## src/rtl/bsc_pkg.sv

```systemverilog
package bsc_pkg;

  typedef enum logic [1:0] {
    ST_IDLE  = 2'd0,
    ST_FIRST = 2'd1,
    ST_BURST = 2'd2,
    ST_DONE  = 2'd3
  } bsc_state_e;

  // Wait count compared against the first-access counter (starts at 0).
  function automatic int first_wait(input logic fast, input int slow_clks, input int fast_clks);
    return (fast ? fast_clks : slow_clks) - 2;
  endfunction

  // True when the operand spills past the end of its long word.
  function automatic logic crosses_lw(input logic [1:0] off, input logic [1:0] sz);
    logic [2:0] bytes;
    logic [2:0] stop;
    bytes = (sz == 2'b00) ? 3'd4 : {1'b0, sz};
    stop  = {1'b0, off} + bytes;
    return stop > 3'd4;
  endfunction

endpackage

```

## src/rtl/bsc_seq.sv

```systemverilog
module bsc_seq
  import bsc_pkg::*;
#(
  parameter int SLOW_CLKS = 3,
  parameter int FAST_CLKS = 2
) (
  input  logic       clk,
  input  logic       rst_n,
  input  logic       strobe,
  input  logic       hit,
  input  logic       fast,
  input  logic       beat_more,
  output bsc_state_e state,
  output logic       start_evt,
  output logic       beat_evt
);
  localparam int CW = (SLOW_CLKS > 2) ? $clog2(SLOW_CLKS) : 1;

  logic [CW-1:0] cnt;
  logic [CW-1:0] tgt;

  assign start_evt = (state == ST_IDLE) && strobe && hit;
  assign beat_evt  = strobe && (((state == ST_FIRST) && (cnt == tgt)) || (state == ST_BURST));

  always_ff @(posedge clk or negedge rst_n) begin
    if (!rst_n) begin
      state <= ST_IDLE;
      cnt   <= '0;
      tgt   <= '0;
    end else if (!strobe) begin
      state <= ST_IDLE;
      cnt   <= '0;
    end else begin
      case (state)
        ST_IDLE: begin
          if (start_evt) begin
            state <= ST_FIRST;
            cnt   <= '0;
            tgt   <= CW'(first_wait(fast, SLOW_CLKS, FAST_CLKS));
          end
        end
        ST_FIRST: begin
          if (cnt == tgt) state <= beat_more ? ST_BURST : ST_DONE;
          else            cnt   <= cnt + 1'b1;
        end
        ST_BURST: begin
          if (!beat_more) state <= ST_DONE;
        end
        default: ;
      endcase
    end
  end
endmodule

```

## src/rtl/bsc_lwcnt.sv

```systemverilog
module bsc_lwcnt #(
  parameter int LW_W = 2
) (
  input  logic            clk,
  input  logic            rst_n,
  input  logic            load,
  input  logic [LW_W-1:0] ld_val,
  input  logic            inc,
  output logic [LW_W-1:0] lw
);
  always_ff @(posedge clk or negedge rst_n) begin
    if (!rst_n)    lw <= '0;
    else if (load) lw <= ld_val;
    else if (inc)  lw <= lw + 1'b1;
  end
endmodule

```

## src/rtl/bsc_gate.sv

```systemverilog
module bsc_gate
  import bsc_pkg::*;
#(
  parameter int LW_W     = 2,
  parameter bit BURST_EN = 1'b1
) (
  input  logic            clk,
  input  logic            rst_n,
  input  logic            start_evt,
  input  logic            rd,
  input  logic [1:0]      off,
  input  logic [1:0]      size,
  input  logic            cbreq,
  input  logic [LW_W-1:0] lw,
  input  logic            beat_evt,
  output logic            beat_more,
  output logic            burst_ack
);
  logic grant;

  generate
    if (BURST_EN) begin : g_burst
      always_ff @(posedge clk or negedge rst_n) begin
        if (!rst_n)         grant <= 1'b0;
        else if (start_evt) grant <= rd && !crosses_lw(off, size);
      end
    end else begin : g_single
      assign grant = 1'b0;
    end
  endgenerate

  // Line end (all-ones index) always closes the burst: no wraparound.
  assign beat_more = grant && cbreq && (lw != '1);
  assign burst_ack = beat_evt && beat_more;
endmodule

```

## src/rtl/burst_sram_ctl.sv

```systemverilog
module burst_sram_ctl
  import bsc_pkg::*;
#(
  parameter int ADDR_W    = 32,
  parameter int WIN_W     = 20,
  parameter int DEPTH_W   = 16,
  parameter int SLOW_CLKS = 3,
  parameter int FAST_CLKS = 2,
  parameter logic [ADDR_W-WIN_W-1:0] BASE = 12'h00A
) (
  input  logic               clk,
  input  logic               rst_n,
  input  logic               strobe,
  input  logic               rd,
  input  logic               cbreq,
  input  logic               fast_mode,
  input  logic [ADDR_W-1:0]  addr,
  input  logic [1:0]         size,
  output logic [DEPTH_W-1:0] ram_addr,
  output logic               ram_ce,
  output logic               ram_we,
  output logic               rd_buf_en,
  output logic               term_ack,
  output logic               burst_ack
);
  localparam int LW_W = 2;

  bsc_state_e        state;
  logic              hit;
  logic              start_evt;
  logic              beat_evt;
  logic              beat_more;
  logic              active;
  logic [LW_W-1:0]   lw_cnt;
  logic [LW_W-1:0]   lw_sel;
  logic              unused_win;

  assign hit        = (addr[ADDR_W-1:WIN_W] == BASE);
  assign unused_win = ^addr[WIN_W-1:DEPTH_W+2];

  bsc_seq #(.SLOW_CLKS(SLOW_CLKS), .FAST_CLKS(FAST_CLKS)) u_seq (
    .clk(clk), .rst_n(rst_n), .strobe(strobe), .hit(hit), .fast(fast_mode),
    .beat_more(beat_more), .state(state), .start_evt(start_evt), .beat_evt(beat_evt)
  );

  bsc_lwcnt #(.LW_W(LW_W)) u_lw (
    .clk(clk), .rst_n(rst_n), .load(start_evt), .ld_val(addr[3:2]),
    .inc(burst_ack), .lw(lw_cnt)
  );

  bsc_gate #(.LW_W(LW_W), .BURST_EN(1'b1)) u_gate (
    .clk(clk), .rst_n(rst_n), .start_evt(start_evt), .rd(rd), .off(addr[1:0]),
    .size(size), .cbreq(cbreq), .lw(lw_cnt), .beat_evt(beat_evt),
    .beat_more(beat_more), .burst_ack(burst_ack)
  );

  assign lw_sel    = (state == ST_IDLE) ? addr[3:2] : lw_cnt;
  assign ram_addr  = {addr[DEPTH_W+1:4], lw_sel};
  assign active    = strobe && hit && (state != ST_DONE);
  assign ram_ce    = active;
  assign ram_we    = active && !rd;
  assign rd_buf_en = active && rd;
  assign term_ack  = beat_evt;
endmodule

```

## config.mk

```make
export PLATFORM = sky130hd
export DESIGN_NAME = burst_sram_ctl
export DESIGN_NICKNAME = d
export VERILOG_FILES = /design/src/rtl/bsc_pkg.sv /design/src/rtl/bsc_seq.sv /design/src/rtl/bsc_lwcnt.sv /design/src/rtl/bsc_gate.sv /design/src/rtl/burst_sram_ctl.sv
export SDC_FILE = /design/constraint.sdc
export NUM_CORES = 1
export LEC_CHECK = 0
export CAP_MARGIN = 10
export CELL_PAD_IN_SITES_DETAIL_PLACEMENT = 1
export CELL_PAD_IN_SITES_GLOBAL_PLACEMENT = 1
export CORE_MARGIN = 2
export CORE_UTILIZATION = 22
export DETAILED_ROUTE_END_ITERATION = 16
export PLACE_DENSITY_LB_ADDON = 0.05
export SYNTH_ARGS = -nofsm -noshare
export SYNTH_HDL_FRONTEND = slang
export SYNTH_HIERARCHICAL = 1
export SYNTH_SLANG_ARGS = --single-unit
```

## constraint.sdc

```tcl
create_clock -name clk -period 1.8 [get_ports clk]
set_input_delay 0.36 -clock clk [delete_from_list [all_inputs] [get_ports clk]]
set_output_delay 0.36 -clock clk [all_outputs]
set_load 0.01 [all_outputs]
```

==> impl_metrics.py <==
metrics = {
    "synthesis": {
        "syn-cell-area_sq_um": 813,
        "async_flop_share_pct": 100,
        "synth_most_common_cell": "buf_4",
        "yosysWarnings": 6,
        "ys_top_cells_by_area": "dfrtp_1, buf_4, ha_1, mux2i_1, nand2_1",
        "synth_nets": 141,
        "ys_types": 33,
        "synth_cells": 96,
        "avgSynthCellArea_sq_um": 8.47,
        "synth_top_area_share_pct": 24.6,
        "yosysTopAreaCell": "dfrtp_1",
        "ys.flop_type": "dfrtp_1",
        "ys_ff_latch": 8,
        "synth-edff-count": 0,
        "ys_seq_area_share_pct": 24.6,
        "synthTopCellsByCount": "buf_4, nand2_1, dfrtp_1, inv_1, nand3_1",
    },
    "floorplanning": {
        "die_w_microns": 64.8,
        "core_sq_mm": 0.00361,
        "rows": 22,
        "io_pins": 61,
        "die-area_sq_mm": 0.00420,
        "die_h_microns": 64.8,
        "start_util_pct": 22.6,
    },
    "power": {
        "p_per_area_mw_per_mm2": 356,
        "ir_drop_mv": 0.267,
        "power_mw": 0.495,
        "seq_power_share_pct": 36.6,
        "p_leak_nw": 0.611,
        "switching_share_pct": 21.6,
        "clockPowerShare_pct": 43.8,
        "comb_power_share_pct": 19.6,
        "p_int_mw": 0.389,
        "switchingPower_mw": 0.107,
    },
    "setup_path": {
        "worst-path-stages": 7,
        "max_stage_delay_ns": 0.56,
        "critical_path_buf_inv_count": 2,
        "path_max_fanout": 4,
        "cp.required_ns": 1.91,
        "cp_top_family": "simple AND/OR/NAND/NOR gates",
        "r2r-end": "u_lw/lw[1]",
        "crit_slowest_cell": "or4_4",
        "start_kind": "input port",
        "worstReg2RegStart": "u_seq/state[1]",
        "cp-startpoint": "addr[28]",
        "crit_type": "in -> reg",
        "worstPathArrival_ns": 1.89,
        "crit_path_end": "u_lw/lw[1]",
        "r2r_cells": 8,
        "end_kind": "register",
        "crit_chain": "buf_6 > or4_4 > buf_6 > nor2_4 > and3_4 > and4bb_1 > a221o_1",
        "r2r_slack_ns": 0.04,
        "critPathMostFrequentCell": "buf_6",
    },
    "cts": {
        "cts_buffers": 3,
        "clk_pin_slew_ns": 0.04,
        "cts_max_level": 1,
        "cts_tree": "done",
        "ctsRootBufferMaster": "clkbuf_8",
        "cts_buffer_depth": 2,
        "clock_latency_ns": 0.23,
        "clock_sinks": 8,
        "cts.hold.buffers_added": 0,
    },
    "detailed_routing": {
        "via_count": 831,
        "wire_per_inst_microns": 12.7,
        "wirelength_mm": 2.38,
        "drt_iter0_markers": 13,
        "first_pass_iters": 2,
        "drcViolationCount": 0,
        "viasPerCell": 4.42,
        "ant_nets": 0,
    },
    "finish": {
        "final_cell_area_sq_mm": 0.00139,
        "antenna_cells": 0,
        "stdcell_count": 188,
        "drive_above_1_share_pct": 46.4,
        "fillers": 427,
        "syn_to_final_growth_pct": 70.9,
        "nets": 187,
    },
    "timing": {
        "period_minus_slack_ns": 1.78,
        "fin_skew_ns": 0.00384,
        "worst_pin_slew_ns": 0.397,
        "maxSlewHeadroom_pct": 73.4,
        "fin_crit_sh_pct": 99.1,
        "hold_viol_final": 0,
        "grt_setup_unrepaired": "yes",
        "maxSlewViolCount": 0,
        "setup_ws_ns": 0.0169,
        "finalSetupViolCount": 0,
        "max_freq_mhz": 561,
    },
    "global_route": {
        "grt_pass1_vias": 900,
        "grt_pass1_wl_mm": 4.00,
        "grt_remaining_overflow": 0,
        "antenna_found_initial": 0,
        "grt_max_degree": 10,
        "grtUsageTotal_pct": 12.3,
    },
    "status": {
        "outcome": "completed",
    },
    "placement": {
        "place_inst": 183,
        "placed_cell_area_sq_mm": 0.00126,
        "place.port_buffers": 30,
        "pre_cts_ws_ns": -0.686,
        "hpwl_mm": 1.93,
        "gp_congestion": 0.754,
    },
    "flow_run": {
        "maxCapViolations": 0,
    },
    "min_path": {
        "min_path_type": "in -> async",
    },
}
==> flip-flops by register name (all words and copies together), names as in the netlist <==
name          count
u_seq/tgt         1
u_seq/cnt         2
u_seq/state       2
u_gate/grant      1
u_lw/lw           2
==> how the worst min path moves through the flow <==
| stage | startpoint | slack (ns) | depth (start not counted) | endpoint |
|---|---|---|---|---|
| final | rst_n | 0.42 | 1 | u_seq/cnt[1] |
| after global routing | rst_n | 0.45 | 1 | u_seq/cnt[1] |
| after CTS | rst_n | 0.44 | 1 | u_seq/cnt[1] |
| after detailed placement | u_gate/grant | 0.57 | 2 | u_gate/grant |
| after global placement | u_gate/grant | 0.57 | 2 | u_gate/grant |
| after floorplan | rst_n | 0.06 | 0 | u_gate/grant |
==> per-stage QoR <==
step           TNS, ns  hold WS (ns)  util (%)
4_1_cts        -0.0790         0.442      36.7
2_1_floorplan        0        0.0644         -
6_report             0         0.424      38.5
3_5_place_dp     -6.79         0.570      35.0
3_3_place_gp     -6.40         0.570      35.0
5_1_grt         -0.254         0.450      38.5
==> kinds of logic after synthesis <==
kind of cell	share of synthesized area, %
adders and majority gates	8.62
muxes	9.08
AOI/OAI and AO/OA	9.69
and+or+nand+nor	27.1
buffers and inverters	17.7
DFF	24.6
xor gates and xnor gates	3.23
==> layout by cell type, fill, tap and decap left out, drive strengths merged, types with 3 or more instances in the layout <==
cell           Yosys  final
nor2               4      4
ha                 4      4
dlygate4sd2        0      5
inv                7      7
dfrtp              8      8
clkdlybuf4s50      0     10
mux2               3      3
mux2i              4      4
nand3              6      6
xnor2              3      3
clkdlybuf4s15      0      4
nand2              9      9
nor3               3      3
nor2b              3      3
buf               15     38
clkbuf             2      4
==> power groups by stage <==
stage / registers [mW] / clock network, mW / logic [mW]
final: 0.182 / 0.217 / 0.0969
after global routing: 0.181 / 0.236 / 0.107
after global placement: 0.184 / 0 / 0.101
after detailed placement: 0.184 / 0 / 0.102
after CTS: 0.181 / 0.221 / 0.0973
after floorplan: 0.184 / 0 / 0.0572
==> final cells by class <==
type	instances	area [sq um]	share of cell area (%)
sequential	8	200	14.4
timing repair buffer	58	483	34.7
inverter	7	26.3	1.89
tap	48	60.1	4.32
multi-input combinational	64	579	41.7
clock buffer	3	41.3	2.97
==> metal layers <==
layer / share of wire (%) / global-route usage (%) / wire [microns] / up-vias
met5: 0 / 0 / 0 / -
li1: - / - / - / 412
met2: 46 / 19.5 / 1100 / 23
met4: 1.7 / 5.85 / 40 / 0
met1: 47 / 15.6 / 1110 / 386
met3: 5.5 / 2.95 / 130 / 10
==> what timing repair did <==
item / in CTS / in global routing
setup endpoints to repair: 15 / 10
resized for setup: 66 / 14
pin swaps: 9 / 8
hold endpoints to repair: 0 / 0
buffers inserted: 1 / 1
Note: power is estimated with default switching activity, not from simulation.
